===== src/rtl/irprobe_pkg.sv =====
package irprobe_pkg;
  // Mode-select pattern, bit k presented at test-clock pulse k.
  localparam int          PROBE_LEN    = 18;
  localparam logic [17:0] PROBE_TMS    = 18'h001BE;
  // Rising edge at which the TAP leaves Capture-IR for Shift-IR.
  localparam int          SHIFT_ENTRY  = 10;
  localparam int          FIRST_SAMPLE = SHIFT_ENTRY + 1;
  localparam int          NSAMP        = PROBE_LEN - FIRST_SAMPLE;
  localparam int          IDXW         = $clog2(PROBE_LEN);
endpackage


===== src/rtl/irprobe_tck_div.sv =====
module irprobe_tck_div #(
  parameter int HALF_DIV = 2
) (
  input  logic clk,
  input  logic rst_n,
  input  logic en_i,
  output logic tck_o,
  output logic rise_o,
  output logic fall_o
);
  localparam int CW = $clog2(HALF_DIV) + 1;
  localparam logic [CW-1:0] LAST = CW'(HALF_DIV - 1);

  logic [CW-1:0] cnt_q;
  logic          tck_q;
  logic          wrap;

  assign wrap   = en_i && (cnt_q == LAST);
  assign rise_o = wrap && !tck_q;
  assign fall_o = wrap &&  tck_q;
  assign tck_o  = tck_q;

  always_ff @(posedge clk) begin
    if (!rst_n || !en_i) begin
      cnt_q <= '0;
      tck_q <= 1'b0;
    end else if (wrap) begin
      cnt_q <= '0;
      tck_q <= ~tck_q;
    end else begin
      cnt_q <= cnt_q + 1'b1;
    end
  end


  idle_low_chk: assert property (@(posedge clk) disable iff (!rst_n)
    !en_i |=> !tck_o || en_i);
endmodule


===== src/rtl/irprobe_capture.sv =====
module irprobe_capture #(
  parameter int NSAMP = 7
) (
  input  logic             clk,
  input  logic             rst_n,
  input  logic             clear_i,
  input  logic             shift_i,
  input  logic             judge_i,
  input  logic             tdo_i,
  output logic [NSAMP-1:0] bits_o,
  output logic             pass_o
);
  localparam int CNTW = $clog2(NSAMP + 1);

  logic [NSAMP-1:0] sh_q;
  logic             pass_q;
  logic [CNTW-1:0]  n_q;
  logic [NSAMP-3:0] tail;
  logic             verdict;

  assign tail    = sh_q[NSAMP-1:2];
  assign verdict = sh_q[0] && !sh_q[1] && !((&tail) || !(|tail));

  always_ff @(posedge clk) begin
    if (!rst_n || clear_i) begin
      sh_q   <= '0;
      pass_q <= 1'b0;
      n_q    <= '0;
    end else begin
      if (shift_i) begin
        sh_q <= {tdo_i, sh_q[NSAMP-1:1]};
        n_q  <= n_q + 1'b1;
      end
      if (judge_i) pass_q <= verdict;
    end
  end

  assign bits_o = sh_q;
  assign pass_o = pass_q;


  sample_count_chk: assert property (@(posedge clk) disable iff (!rst_n)
    judge_i |-> (n_q == CNTW'(NSAMP)) && !shift_i);
endmodule


===== src/rtl/jtag_irprobe.sv =====
module jtag_irprobe
  import irprobe_pkg::*;
#(
  parameter int HALF_DIV = 2
) (
  input  logic             clk,
  input  logic             rst_n,
  input  logic             start_i,
  output logic             busy_o,
  output logic             done_o,
  output logic             pass_o,
  output logic [NSAMP-1:0] bits_o,
  output logic             tck_o,
  output logic             tms_o,
  output logic             tdi_o,
  input  logic             tdo_i
);
  localparam logic [IDXW-1:0] LAST_IDX  = IDXW'(PROBE_LEN - 1);
  localparam logic [IDXW-1:0] FIRST_IDX = IDXW'(FIRST_SAMPLE);

  logic            busy_q, done_q, tms_q, tdi_q;
  logic [IDXW-1:0] idx_q, idx_nx;
  logic            rise, fall, accept, last_fall;

  assign accept    = start_i && !busy_q;
  assign last_fall = fall && (idx_q == LAST_IDX);
  assign idx_nx    = idx_q + 1'b1;

  irprobe_tck_div #(.HALF_DIV(HALF_DIV)) u_div (
    .clk(clk), .rst_n(rst_n), .en_i(busy_q),
    .tck_o(tck_o), .rise_o(rise), .fall_o(fall)
  );

  irprobe_capture #(.NSAMP(NSAMP)) u_cap (
    .clk(clk), .rst_n(rst_n), .clear_i(accept),
    .shift_i(rise && (idx_q >= FIRST_IDX)),
    .judge_i(last_fall), .tdo_i(tdo_i),
    .bits_o(bits_o), .pass_o(pass_o)
  );

  always_ff @(posedge clk) begin
    if (!rst_n) begin
      busy_q <= 1'b0;
      done_q <= 1'b0;
      tms_q  <= 1'b0;
      tdi_q  <= 1'b0;
      idx_q  <= '0;
    end else begin
      done_q <= 1'b0;
      if (accept) begin
        busy_q <= 1'b1;
        tdi_q  <= 1'b1;
        idx_q  <= '0;
        tms_q  <= PROBE_TMS[0];
      end else if (last_fall) begin
        busy_q <= 1'b0;
        done_q <= 1'b1;
        tdi_q  <= 1'b0;
        tms_q  <= 1'b0;
      end else if (fall) begin
        idx_q  <= idx_nx;
        tms_q  <= PROBE_TMS[idx_nx];
      end
    end
  end

  assign busy_o = busy_q;
  assign done_o = done_q;
  assign tms_o  = tms_q;
  assign tdi_o  = tdi_q;


  tms_edge_chk: assert property (@(posedge clk) disable iff (!rst_n)
    !$stable(tms_o) |-> $fell(tck_o));

  tdi_high_chk: assert property (@(posedge clk) disable iff (!rst_n)
    busy_o |-> tdi_o);

  done_pulse_chk: assert property (@(posedge clk) disable iff (!rst_n)
    done_o |=> !done_o);

  done_idle_chk: assert property (@(posedge clk) disable iff (!rst_n)
    done_o |-> !busy_o && $past(busy_o));

  tck_idle_chk: assert property (@(posedge clk) disable iff (!rst_n)
    !busy_o |-> !tck_o);

  ignore_start_chk: assert property (@(posedge clk) disable iff (!rst_n)
    (busy_o && start_i && !fall) |=> $stable(idx_q));
endmodule


===== config.mk =====
export PLATFORM = sky130hd
export DESIGN_NAME = jtag_irprobe
export DESIGN_NICKNAME = d
export VERILOG_FILES = /design/src/rtl/irprobe_pkg.sv /design/src/rtl/irprobe_tck_div.sv /design/src/rtl/irprobe_capture.sv /design/src/rtl/jtag_irprobe.sv
export SDC_FILE = /design/constraint.sdc
export NUM_CORES = 1
export LEC_CHECK = 0
export BUFFER_PORTS_ARGS = -buffer_cell sky130_fd_sc_hd__buf_2
export CAP_MARGIN = 20
export CORE_MARGIN = 4
export CORE_UTILIZATION = 43
export CTS_CLUSTER_DIAMETER = 120
export DETAILED_ROUTE_END_ITERATION = 10
export HOLD_SLACK_MARGIN = 0.02
export PLACE_DENSITY = 0.68
export SLEW_MARGIN = 20
export SYNTH_ARGS = -nofsm -noshare
export SYNTH_HDL_FRONTEND = slang
export SYNTH_SLANG_ARGS = --single-unit

===== constraint.sdc =====
create_clock -name clk -period 1.9 [get_ports clk]
set_input_delay 0.19 -clock clk [delete_from_list [all_inputs] [get_ports clk]]
set_output_delay 0.19 -clock clk [all_outputs]
set_load 0.01 [all_outputs]

# Word level (Yosys, flattened, before mapping)
# Memory sizes are Yosys's and may differ from the RTL's. A register that Yosys moved wholly into a read port is not among the register bits.
# Cells that the tools add are included.
# classes
n_mux	3
reduce_logical	24
addsub	2
magnitude_cmp	1
bitwise_logic	3
eq_ne	2
# op_table
cell	count
logical AND 1 bit	8
zero test 1 bit	6
adder 5 x 1 -> 5 bit (second input constant)	1
== test 5 bit (second input constant)	1
greater-or-equal comparator 5 x 4 -> 1 bit (second input constant)	1
AND reduction 5 bit	1
OR reduction 5 bit	1
OR reduction 2 bit	2
logical OR 1 bit	3
2-to-1 mux 1 bit	3
NOT 1 bit	3
OR reduction 3 bit	1
adder 2 x 1 -> 2 bit (second input constant)	1
== test 2 x 1 -> 1 bit (second input constant)	1
AND reduction 2 bit	1
nonzero test 2 bit	1
# word_totals
mem_bits_ro	32
reg_bits	18
memories	1
input_bits	4
# memory_table
memory	depth	word_bits	read_ports	rd_ports_with_merged_regs	write_ports	line	rtl
(name not given)	32	1	1	1	0	jtag_irprobe.sv:62	tms_q <= PROBE_TMS[idx_nx];

# Logic depth before layout (Yosys ltp)
# Gate-level depths: netlist of run 1.
# depth
word_depth	6
mapped_depth	6
mapped_depth_nobuf	6

# Hierarchy
# A second synthesis of run 1 with hierarchy kept.
# unflattened
cells_unflattened	94
hier_area_um2	898.4
# by_module_without_submodules
mod	cells_per_inst	area_per_inst_um2	instances
jtag_irprobe	48	462.9	1
irprobe_capture	33	317.8	1
irprobe_tck_div	13	117.6	1

# Worst setup path before layout of run 1
# No wires, ideal clock.
# synth_timing
path_type	register to register
start	register u_div.cnt_q[0]
end	register u_cap.pass_q, in the netlist u_cap.pass_o
n_path_buf	0
stages_incl_launch_ff	6
period_less_slack_ns	1.567
arrival_ns	1.497
setup_time_ns	0.070
path_slack_ns	0.333
required_ns	1.830
cell_sequence	dfxtp_1 > ha_1 > nand3_4 > nand2b_4 > or4b_1 > a21oi_1
# synth_via
elab_chain_cells	4
# synth_lines
item	line	rtl
from (decl)	irprobe_tck_div.sv:14	logic [CW-1:0] cnt_q;
from (signal assigned)	irprobe_tck_div.sv:31	cnt_q <= cnt_q + 1'b1;
== test 2 x 1 -> 1 bit	irprobe_tck_div.sv:18	assign wrap = en_i && (cnt_q == LAST);
logical AND 1 bit	irprobe_tck_div.sv:18	
logical AND 1 bit	irprobe_tck_div.sv:20	assign fall_o = wrap && tck_q;
logical AND 1 bit	jtag_irprobe.sv:26	assign last_fall = fall && (idx_q == LAST_IDX);
to (signal assigned)	irprobe_capture.sv:34	if (judge_i) pass_q <= verdict;
to (decl)	irprobe_capture.sv:16	logic pass_q;
# Every way passes these cells.
# A chain may end at the register's enable or synchronous reset.

# Worst setup path in the final report of run 1
# layout_timing
start	register idx_q[0]
end	register u_cap.sh_q[0], in the netlist u_cap.bits_o[0]
# layout_via
elab_chain_cells	2
# layout_lines
item	line	rtl
from (decl)	jtag_irprobe.sv:22	logic [IDXW-1:0] idx_q, idx_nx;
from (signal assigned)	jtag_irprobe.sv:61	idx_q <= idx_nx;
greater-or-equal comparator 5 x 4 -> 1 bit	jtag_irprobe.sv:36	.shift_i(rise && (idx_q >= FIRST_IDX)),
logical AND 1 bit	jtag_irprobe.sv:36	
to (signal assigned)	irprobe_capture.sv:31	sh_q <= {tdo_i, sh_q[NSAMP-1:1]};
to (decl)	irprobe_capture.sv:15	logic [NSAMP-1:0] sh_q;
# Every way passes these cells.

==> metrics.yaml, run 1 <==
routing:
  vias: 693
  wl_per_cell_um: 11.99
  drt-total-wl_mm: 1.606
  viasPerCell: 5.172
  drt_iter0_drc: 6
  drc: 0
  first_pass_iters: 4
  drt.antenna.violating_nets: 0
worst_setup_path:
  crit_buf_inv: 0
  cp-end-kind: "flip-flop"
  slowest_delay_ns: 0.38
  cp_cell_sequence: "ha_1 > a211o_1 > a21oi_1 > or3_1 > mux2i_1"
  worstSetupStartpoint: "idx_q[0]"
  worstSetupPathType: "reg2reg"
  critical_path_peak_fanout: 7
  worstPathArrival_ns: 1.94
  regToRegStartpoint: "idx_q[0]"
  cp-start-kind: "flip-flop"
  worstPathRequired_ns: 2.12
  cp_slowest_cell: "dfxtp_1"
  cpLargestDelayFamily: "compound AO/OA/AOI/OAI gates"
timing:
  slew_violations: 0
  rsz0062_at_grt: "false"
  slew_headroom_pct: 75.03
  period_share_pct: 90.43
  worstMarginPinSlew_ns: 0.3746
  fmax_ghz: 0.5820
  timing.hold.ws_ns: 0.1347
  setup_viol: 0
  min_period_ns: 1.718
  tns_ns: 0
  layout_setup_ws_ns: 0.1818
  final-hold-violation-count: 0
  skew_ns: 0.0009850
clock_tree:
  cts_buffer_depth: 2
  cts_tree: "yes"
  cts_sinks: 19
  post_cts_resized: 0
  cts_made_buffers: 3
  htreeDepth: 1
  cts_setup_buffers: 0
  clk_pin_slew_ns: 0.10
  clockRootBuffer: "clkbuf_4"
  holdBufCountCts: 0
  clock_latency_ns: 0.29
hold_path:
  min_from: "start_i"
  hp-class: "in2reg"
finish:
  final_common_cell: "dfxtp_1"
  stdcell_count: 134
  multiInputGateArea_um2: 469.2
  nFillCells: 207
  n_antenna_cell: 0
  layout_common_cells: "dfxtp_1, buf_2, nand2_1"
  drive_above_1_share_pct: 22.43
  regArea_um2: 380.4
  final_nets: 117
  synthToLayoutAreaGrowth_pct: 14.18
global_route:
  use_met3_pct: 2.817
  grtUsageMet2_pct: 22.73
  grt_first_pass_wirelength_mm: 2.891
  grt_overflow: 0
  antenna_found_initial: 0
  first_global_vias: 701
  grt_max_degree: 11
  grt.total_usage_pct: 13.63
  top_usage_layer: "met2"
  met1_usage_pct: 16.21
floorplanning:
  die_w_um: 53.07
  core_area_um2: 1942
  initial_utilization_pct: 44.97
  die_area_um2: 2816
  rows: 16
  die_h_um: 53.07
  ioPinCount: 17
placement:
  gp_congestion: 0.9039
  dp_cells: 130
  place.port_buffers: 16
  pre_cts_ws_ns: 0.2147
  hpwl_mm: 1.238
synthesis:
  synth_cells: 90
  yosys.cell_types.count: 29
  syn_area_per_cell_um2: 9.704
  synth-seq-cells: 19
  syn_area_um2: 873.3
  yosysSeqAreaShare_pct: 43.55
  yosysWarnings: 0
  synth_nets: 99
power_and_ir_drop:
  irDropWorstVdd_v: 0.0004546
  p_leak_nw: 0.4624
  power_density_nw_per_um2: 637.2
run_status:
  status: "finished, final reports clean"
flow_run:
  cap_violations: 0
[state kept, by name, indices dropped and copies added, names as in the netlist]
| name | cells |
|---|---|
| u_cap.pass_o | 1 |
| tms_o | 1 |
| u_cap.bits_o | 7 |
| u_div.tck_o | 1 |
| done_o | 1 |
| u_div.cnt_q | 2 |
| idx_q | 5 |
| tdi_o | 1 |
[layout make-up]
cell class	instances	share of cell area, %
multi-input combinational	66	47.05
sequential	19	38.14
timing repair buffer	16	8.030
tap	27	3.388
clock buffer	4	2.635
inverter	2	0.7528
[synthesized netlist by cell type, drive strengths merged]
master | number | share of area [%]
dfxtp | 19 | 44
nand2 | 15 | 6.4
mux2i | 10 | 11
a21oi | 5 | 2.9
ha | 5 | 7.2
nor2 | 5 | 2.1
nand3 | 4 | 3.7
or3 | 3 | 2.4
xnor2 | 3 | 3.0
buf | 2 | 1.4
inv | 2 | 0.86
nand2b | 2 | 2.3
nor3 | 2 | 1.1
o21ai | 2 | 1.1
a211o | 1 | 1.0
a211oi | 1 | 0.86
and2 | 1 | 0.72
and4bb | 1 | 1.4
clkbuf | 1 | 0.43
nand4 | 1 | 0.72
o211a | 1 | 1.1
o41ai | 1 | 1.0
or4 | 1 | 0.86
or4b | 1 | 1.1
xor2 | 1 | 1.0
[per-layer routing]
layer  vias up  part of all wire (%)
li1        348                     -
met1       323                    45
met2        18                    49
met3         4                   4.8
met4         0                   1.2
met5         -                     0
[kinds of logic (layout without fill, tap and decap cells)]
kind of cell / count (synthesis) / count (layout) / share of synthesized area, %
AO/OA/AOI/OAI: 11 / 11 / 8.023
XOR/XNOR: 4 / 4 / 4.012
adder cells (fa/ha/maj): 5 / 5 / 7.163
buffers and inverters: 5 / 22 / 2.722
flip-flops: 19 / 19 / 43.55
multiplexers: 10 / 10 / 11.46
AND/OR/NAND/NOR: 36 / 36 / 23.07
[stage by stage]
stage          power, mW  area, um2  util (%)
2_1_floorplan     0.4356      873.3         -
3_3_place_gp      0.4446      970.9     50.00
3_5_place_dp      0.4451      970.9     50.00
4_1_cts           0.6388      997.2     51.35
5_1_grt           0.6587      997.2     51.35
6_report          0.6354      997.2     51.35
[path summary, 6_finish.rpt]
| check | to | depth (start not counted) | slack [ns] |
|---|---|---|---|
| worst max-delay path | u_cap.bits_o[0] | 5 | 0.18 |
| worst min-delay path | tdi_o | 2 | 0.13 |
| worst max register to register | u_cap.bits_o[0] | 5 | 0.18 |
| worst min register to register | u_div.cnt_q[0] | 1 | 0.44 |
[power by group]
part	internal, mW	switching [mW]	total, mW
Clock	0.0816	0.118	0.200
Combinational	0.0109	0.0179	0.0288
Sequential	0.402	0.00499	0.407
[worst register-to-register path: cells and delay by family, from the launching register on]
kind | cells | cell delay (ns)
AOI/OAI and AO/OA | 2 | 0.41
DFF | 1 | 0.38
and+or+nand+nor | 1 | 0.35
adders and majority gates | 1 | 0.27
muxes | 1 | 0.24
(Power assumes the default switching activity.)
==> run 2: changes to the inputs <==
--- a/config.mk
+++ b/config.mk
@@ -5,14 +5,16 @@
 export SDC_FILE = /design/constraint.sdc
 export NUM_CORES = 1
 export LEC_CHECK = 0
+export ABC_AREA = 1
 export BUFFER_PORTS_ARGS = -buffer_cell sky130_fd_sc_hd__buf_2
 export CAP_MARGIN = 20
 export CORE_MARGIN = 4
-export CORE_UTILIZATION = 43
+export CORE_UTILIZATION = 46
 export CTS_CLUSTER_DIAMETER = 120
 export DETAILED_ROUTE_END_ITERATION = 10
+export GPL_ROUTABILITY_DRIVEN = 0
 export HOLD_SLACK_MARGIN = 0.02
-export PLACE_DENSITY = 0.68
+export PLACE_DENSITY = 0.71
 export SLEW_MARGIN = 20
 export SYNTH_ARGS = -nofsm -noshare
 export SYNTH_HDL_FRONTEND = slang
==> run 2 against run 1 <==
Die area is 2.5% higher. Critical endpoint is now tms_o. Design area is 8.8% higher. Clock power is 2% higher. Wire length is 17% higher. Sequential share of layout area is 3.1 points lower. Sequential power hardly changed. Via count is 21% higher. Critical path type unchanged. First-iteration DRC count is 17% higher. Total power is 3.6% higher. Synthesized cell count is 37% higher.
==> metrics.yaml, run 2 <==
clock_tree:
  cts_made_buffers: 3  # unchanged
  clk_pin_slew_ns: 0.11  # about the same
  clock_latency_ns: 0.30  # about the same
  cts_sinks: 19  # unchanged
  cts_setup_buffers: 0  # unchanged
  cts_tree: "yes"
  cts_buffer_depth: 2  # unchanged
  post_cts_resized: 0  # unchanged
  htreeDepth: 1  # unchanged
  clockRootBuffer: "clkbuf_4"
  holdBufCountCts: 0  # unchanged
synthesis:
  yosys.cell_types.count: 23  # -21%
  yosys-top-cells-area: "dfxtp_1, nand2_1, nand3_1, ha_1, a21oi_1"
  synthTopCellsByCount: "nand2_1, dfxtp_1, nand3_1"
  synthSimpleGateAreaFrac_pct: 35.76  # +13 points
  synth_xor_area_share_pct: 0  # -4.0 points
  yosysWarnings: 0  # unchanged
  synth_top_family_by_area: "simple AND/OR/NAND/NOR gates"
  synth.mux.area_fraction_pct: 0  # -11 points
  synth_edf_count: 0  # unchanged
  synth_nets: 132  # +33%
  synth-seq-cells: 19  # unchanged
  synth-compound-area-share_pct: 10.14  # +2.1 points
  async_flop_share_pct: 0  # unchanged
  syn_area_um2: 962.2  # +10%
  synth_fa_ha_area_share_pct: 6.502  # -0.66 points
  yosysSeqAreaShare_pct: 39.53  # -4.0 points
  ys.flop_type: "dfxtp_1"
  syn_area_per_cell_um2: 7.823  # -19%
  yosysTopAreaCell: "dfxtp_1"
  synth_top_cell_area_share_pct: 39.53  # -4.0 points
  yosysMostFrequentCell: "nand2_1"
  synth_cells: 123  # +37%
timing:
  setup_viol: 0  # unchanged
  slew_violations: 0  # unchanged
  skew_ns: 0.01124  # +0.01026 ns
  min_period_ns: 1.511  # -0.2074 ns
  tns_ns: 0  # unchanged
  worstMarginPinSlew_ns: 0.2771  # -0.09745 ns
  rsz0062_at_grt: "false"
  slew_headroom_pct: 81.46  # +6.4 points
  final-hold-violation-count: 0  # unchanged
  period_share_pct: 79.51  # -11 points
  fmax_ghz: 0.6619  # +14%
worst_setup_path:
  worstPathArrival_ns: 1.72  # -0.22 ns
  worstSetupStartpoint: "idx_q[0]"
  cp_cell_sequence: "ha_1 > ha_1 > inv_1 > nand2_1 > nand2_1 > nand3_1 > nand3_1 > a21oi_2"
  slowest_delay_ns: 0.45  # +0.07 ns
  cpLargestDelayFamily: "adder cells"
  regToRegStartpoint: "idx_q[0]"
  worstPathRequired_ns: 2.11  # about the same
  critical_path_peak_fanout: 7  # unchanged
  cp_slowest_cell: "dfxtp_1"
  cp-start-kind: "flip-flop"
  crit_buf_inv: 1  # +1
  cp-end-kind: "flip-flop"
  worstSetupPathType: "reg2reg"
finish:
  final_common_cell: "nand2_1"
  n_antenna_cell: 0  # unchanged
  synthToLayoutAreaGrowth_pct: 12.74
  nFillCells: 196  # -5.3%
  utilization_pct: 54.73  # +3.4 points
  stdcell_count: 168  # +25%
  drive_above_1_share_pct: 27.66  # +5.2 points
  largest_reg_flops: 7  # unchanged
  final_nets: 151  # +29%
  layout_common_cells: "nand2_1, dfxtp_1, buf_2"
global_route:
  grt_overflow: 0  # unchanged
  grt.total_usage_pct: 14.96  # +1.3 points
  antenna_found_initial: 0  # unchanged
  grt_first_pass_wirelength_mm: 3.111  # +7.6%
  first_global_vias: 766  # +9.3%
  grt_max_degree: 12  # +1
power_and_ir_drop:
  p_leak_nw: 0.4578  # -1.0%
  irDropWorstVdd_v: 0.0005450  # +20%
  power.total_uw: 658.3  # +3.6%
  power_density_nw_per_um2: 606.9  # -4.8%
routing:
  drt.antenna.violating_nets: 0  # unchanged
  wl_per_cell_um: 11.16  # -6.9%
  first_pass_iters: 4  # unchanged
  drt_iter0_drc: 7  # +1
  vias: 836  # +21%
  drc: 0  # unchanged
  drt-total-wl_mm: 1.875  # +17%
  viasPerCell: 4.976  # -3.8%
flow_run:
  cap_violations: 0  # unchanged
floorplanning:
  core_area_um2: 1982  # +2.1%
  die_w_um: 53.74  # +1.3%
  rows: 16  # unchanged
  ioPinCount: 17  # unchanged
  initial_utilization_pct: 48.55  # +3.6 points
  die_h_um: 53.74  # +1.3%
  die_area_um2: 2887  # +2.5%
placement:
  hpwl_mm: 1.433  # +16%
  dp_cells: 164  # +26%
  place.port_buffers: 16  # unchanged
run_status:
  status: "finished, final reports clean"
hold_path:
  min_from: "start_i"
  hp-class: "in2reg"
-- run 2: report_power, final --
part / switching (mW) / internal (mW)
combinational: 0.0287 / 0.0156
sequential: 0.00618 / 0.403
clock: 0.126 / 0.0784
-- run 2: layer usage --
metal	wire (um)	GRT usage (%)	vias to the layer above
li1	-	-	441
met1	878	17.60	370
met2	855	24.40	18
met3	98	3.047	7
met4	43	9.787	0
met5	0	0	-
-- run 2: worst paths after layout --
check	to	cells after the start	slack (ns)
worst max-delay path	tms_o	8	0.39
worst max register to register	tms_o	8	0.39
worst min-delay path	tdi_o	3	0.15
worst min register to register	u_div.cnt_q[0]	1	0.44
-- run 2: logic make-up after synthesis --
| logic type | Yosys count |
|---|---|
| buffers and inverters | 17 |
| adders and majority gates | 5 |
| AOI/OAI and AO/OA | 18 |
| and+or+nand+nor | 64 |
| DFF | 19 |
-- run 2: stage by stage --
stage | setup slack, ns | instance area (um2) | hold slack, ns
5_1_grt | 0.2695 | 1085 | 0.1519
3_3_place_gp | 0.4847 | 1057 | 0.4110
2_1_floorplan | 0.5437 | 962.2 | 0.3287
3_5_place_dp | 0.4216 | 1057 | 0.4270
4_1_cts | 0.4060 | 1085 | 0.1359
6_report | 0.3892 | 1085 | 0.1470
-- run 2: final cells by class --
cell class              instances  area, um2  share of cell area, %
multi-input cells              87      504.2                  46.48
flip-flops and latches         19      380.4                  35.06
repair buffers                 16      80.08                  7.382
inverters                      15      58.81                  5.421
well taps                      27      33.78                  3.114
clock buffers                   3      22.52                  2.076
clock inverters                 1      5.005                 0.4614
-- run 2: worst min-delay path: cells and delay by family --
kind                   cells  cell delay [ns]
buffers and inverters      1             0.10
AO/OA/AOI/OAI              1             0.07
AND/OR/NAND/NOR            1             0.07
==> run 3: changes to the inputs <==
==> constraint.sdc (replaced) <==
create_clock -name clk -period 1.4 [get_ports clk]
set_input_delay 0.14 -clock clk [delete_from_list [all_inputs] [get_ports clk]]
set_output_delay 0.14 -clock clk [all_outputs]
set_load 0.01 [all_outputs]
==> run 3 against run 2 <==
Non-clock buffer count is 5 higher. Global-route usage is 0.11 points lower. Clock power is 29% higher. Clock-buffer cell count is 1 higher. Clock skew is 0.0092 ns lower. Worst hold slack worse by 0.031 ns. Design area is 7.0% higher. Setup slack worse by 0.27 ns. Total power is 34% higher.
==> metrics.yaml, run 3 (synthesis results as in run 2) <==
run_status:
  status: "finished, final reports clean"
worst_setup_path:
  critical_path_peak_fanout: 5  # -2
  worstSetupPathType: "reg2reg"
  cp-end-kind: "flip-flop"
  cp-start-kind: "flip-flop"
  worstPathArrival_ns: 1.50  # -0.22 ns
  cpLargestDelayFamily: "flip-flops"
  worstPathRequired_ns: 1.62  # -0.49 ns
  slowest_delay_ns: 0.35  # -0.10 ns
  cp_slowest_cell: "dfxtp_1"
  crit_buf_inv: 1  # unchanged
  cp_cell_sequence: "ha_2 > nand2_1 > nor2_4 > buf_4 > nand3_1 > a21oi_1"
routing:
  drt_iter0_drc: 9  # +2
  drt.antenna.violating_nets: 0  # unchanged
  viasPerCell: 4.879  # -2.0%
  drc: 0  # unchanged
  wl_per_cell_um: 11.09  # -0.66%
  first_pass_iters: 4  # unchanged
  drt-total-wl_mm: 1.918  # +2.3%
  vias: 844  # +0.96%
timing:
  rsz0062_at_grt: "false"
  skew_ns: 0.002040  # -0.009200 ns
  worstMarginPinSlew_ns: 0.2869  # +0.009706 ns
  min_period_ns: 1.285  # -0.2261 ns
  tns_ns: 0  # unchanged
  final-hold-violation-count: 0  # unchanged
  layout_setup_ws_ns: 0.1153  # -0.2739 ns
  slew_violations: 0  # unchanged
  fmax_ghz: 0.7784  # +18%
  period_share_pct: 91.76  # +12 points
  setup_viol: 0  # unchanged
  slew_headroom_pct: 80.81  # -0.65 points
clock_tree:
  clk_pin_slew_ns: 0.10  # about the same
  cts_made_buffers: 3  # unchanged
  clockRootBuffer: "clkbuf_4"
  cts_sinks: 19  # unchanged
  holdBufCountCts: 0  # unchanged
  htreeDepth: 1  # unchanged
  clock_latency_ns: 0.28  # -0.02 ns
  cts_tree: "yes"
  cts_buffer_depth: 2  # unchanged
placement:
  hpwl_mm: 1.486  # +3.7%
  dpl-instance-area_um2: 1080  # +2.1%
  pre_cts_ws_ns: -0.0004700  # -0.4221 ns
  place.port_buffers: 16  # unchanged
floorplanning:
  ioPinCount: 17  # unchanged
  die_area_um2: 2887  # unchanged
  initial_utilization_pct: 48.55  # unchanged
  rows: 16  # unchanged
  core_area_um2: 1982  # unchanged
  die_h_um: 53.74  # unchanged
  die_w_um: 53.74  # unchanged
finish:
  synthToLayoutAreaGrowth_pct: 20.68
  final_common_cell: "nand2_1"
  nFillCells: 200  # +2.0%
  final_nets: 156  # +3.3%
  multiInputGateArea_um2: 539.3  # +6.9%
  stdcell_area_um2: 1161  # +7.0%
  n_antenna_cell: 0  # unchanged
  drive_above_1_share_pct: 33.56  # +5.9 points
  regArea_um2: 385.4  # +1.3%
  utilization_pct: 58.59  # +3.9 points
  largest_reg_flops: 7  # unchanged
  layout_common_cells: "nand2_1, dfxtp_1, buf_2"
flow_run:
  cap_violations: 0  # unchanged
global_route:
  first_global_vias: 714  # -6.8%
  grt_overflow: 0  # unchanged
  grt_first_pass_wirelength_mm: 3.042  # -2.2%
  grt.total_usage_pct: 14.86  # -0.11 points
  antenna_found_initial: 0  # unchanged
  grt_max_degree: 12  # unchanged
power_and_ir_drop:
  p_leak_nw: 0.4901  # +7.1%
  power_density_nw_per_um2: 760.3  # +25%
  power.total_uw: 882.8  # +34%
  irDropWorstVdd_v: 0.0005826  # +6.9%
hold_path:
  hp-class: "in2reg"
[run 3: cell type report]
| type | instances | share of cell area, % |
|---|---|---|
| Tap cell | 27 | 2.909 |
| Sequential cell | 19 | 33.19 |
| Multi-Input combinational cell | 87 | 46.44 |
| Inverter | 15 | 5.065 |
| Timing Repair Buffer | 21 | 10.13 |
| Clock buffer | 4 | 2.263 |
[run 3: stage by stage]
step | hold WS [ns] | std cells
CTS | 0.1045 | 171
global placement | 0.3943 | 167
global route | 0.1123 | 173
finish | 0.1161 | 173
floorplan | 0.2787 | 123
detailed placement | 0.4120 | 167
[run 3: where the power goes]
| part | switching [mW] | internal, mW | total (mW) |
|---|---|---|---|
| Sequential | 0.00813 | 0.545 | 0.553 |
| Clock | 0.153 | 0.111 | 0.264 |
| Combinational | 0.0405 | 0.0248 | 0.0653 |
[run 3: routing by layer]
| metal | global-route usage, % | routed length (um) | vias to the layer above | share of wire [%] |
|---|---|---|---|---|
| li1 | - | - | 456 | - |
| met1 | 17.29 | 874 | 370 | 46 |
| met2 | 25.20 | 926 | 14 | 48 |
| met3 | 2.493 | 78 | 4 | 4.1 |
| met4 | 8.936 | 38 | 0 | 2.0 |
| met5 | 0 | 0 | - | 0 |
[run 3: what timing repair did]
item | in CTS | in global routing
setup endpoints to repair | 1 | 11
cloned | 0 | 0
buffers inserted | 0 | 2
resized for setup | 1 | 9
pin swaps | 0 | 1
[run 3: worst min-delay path, delay by kind of cell]
kind / cells / cell delay, ns
compound gates: 1 / 0.07
buf+inv: 1 / 0.09
simple gates: 1 / 0.07
[run 3: path summary, 6_finish.rpt]
path                                startpoint              end  slack [ns]  cells past startpoint
worst max-delay path            u_div.cnt_q[0]  u_cap.bits_o[3]        0.12                      6
worst min-delay path                   start_i            tdi_o        0.12                      3
worst max register to register  u_div.cnt_q[0]  u_cap.bits_o[3]        0.12                      6
worst min register to register  u_div.cnt_q[0]   u_div.cnt_q[0]        0.44                      1
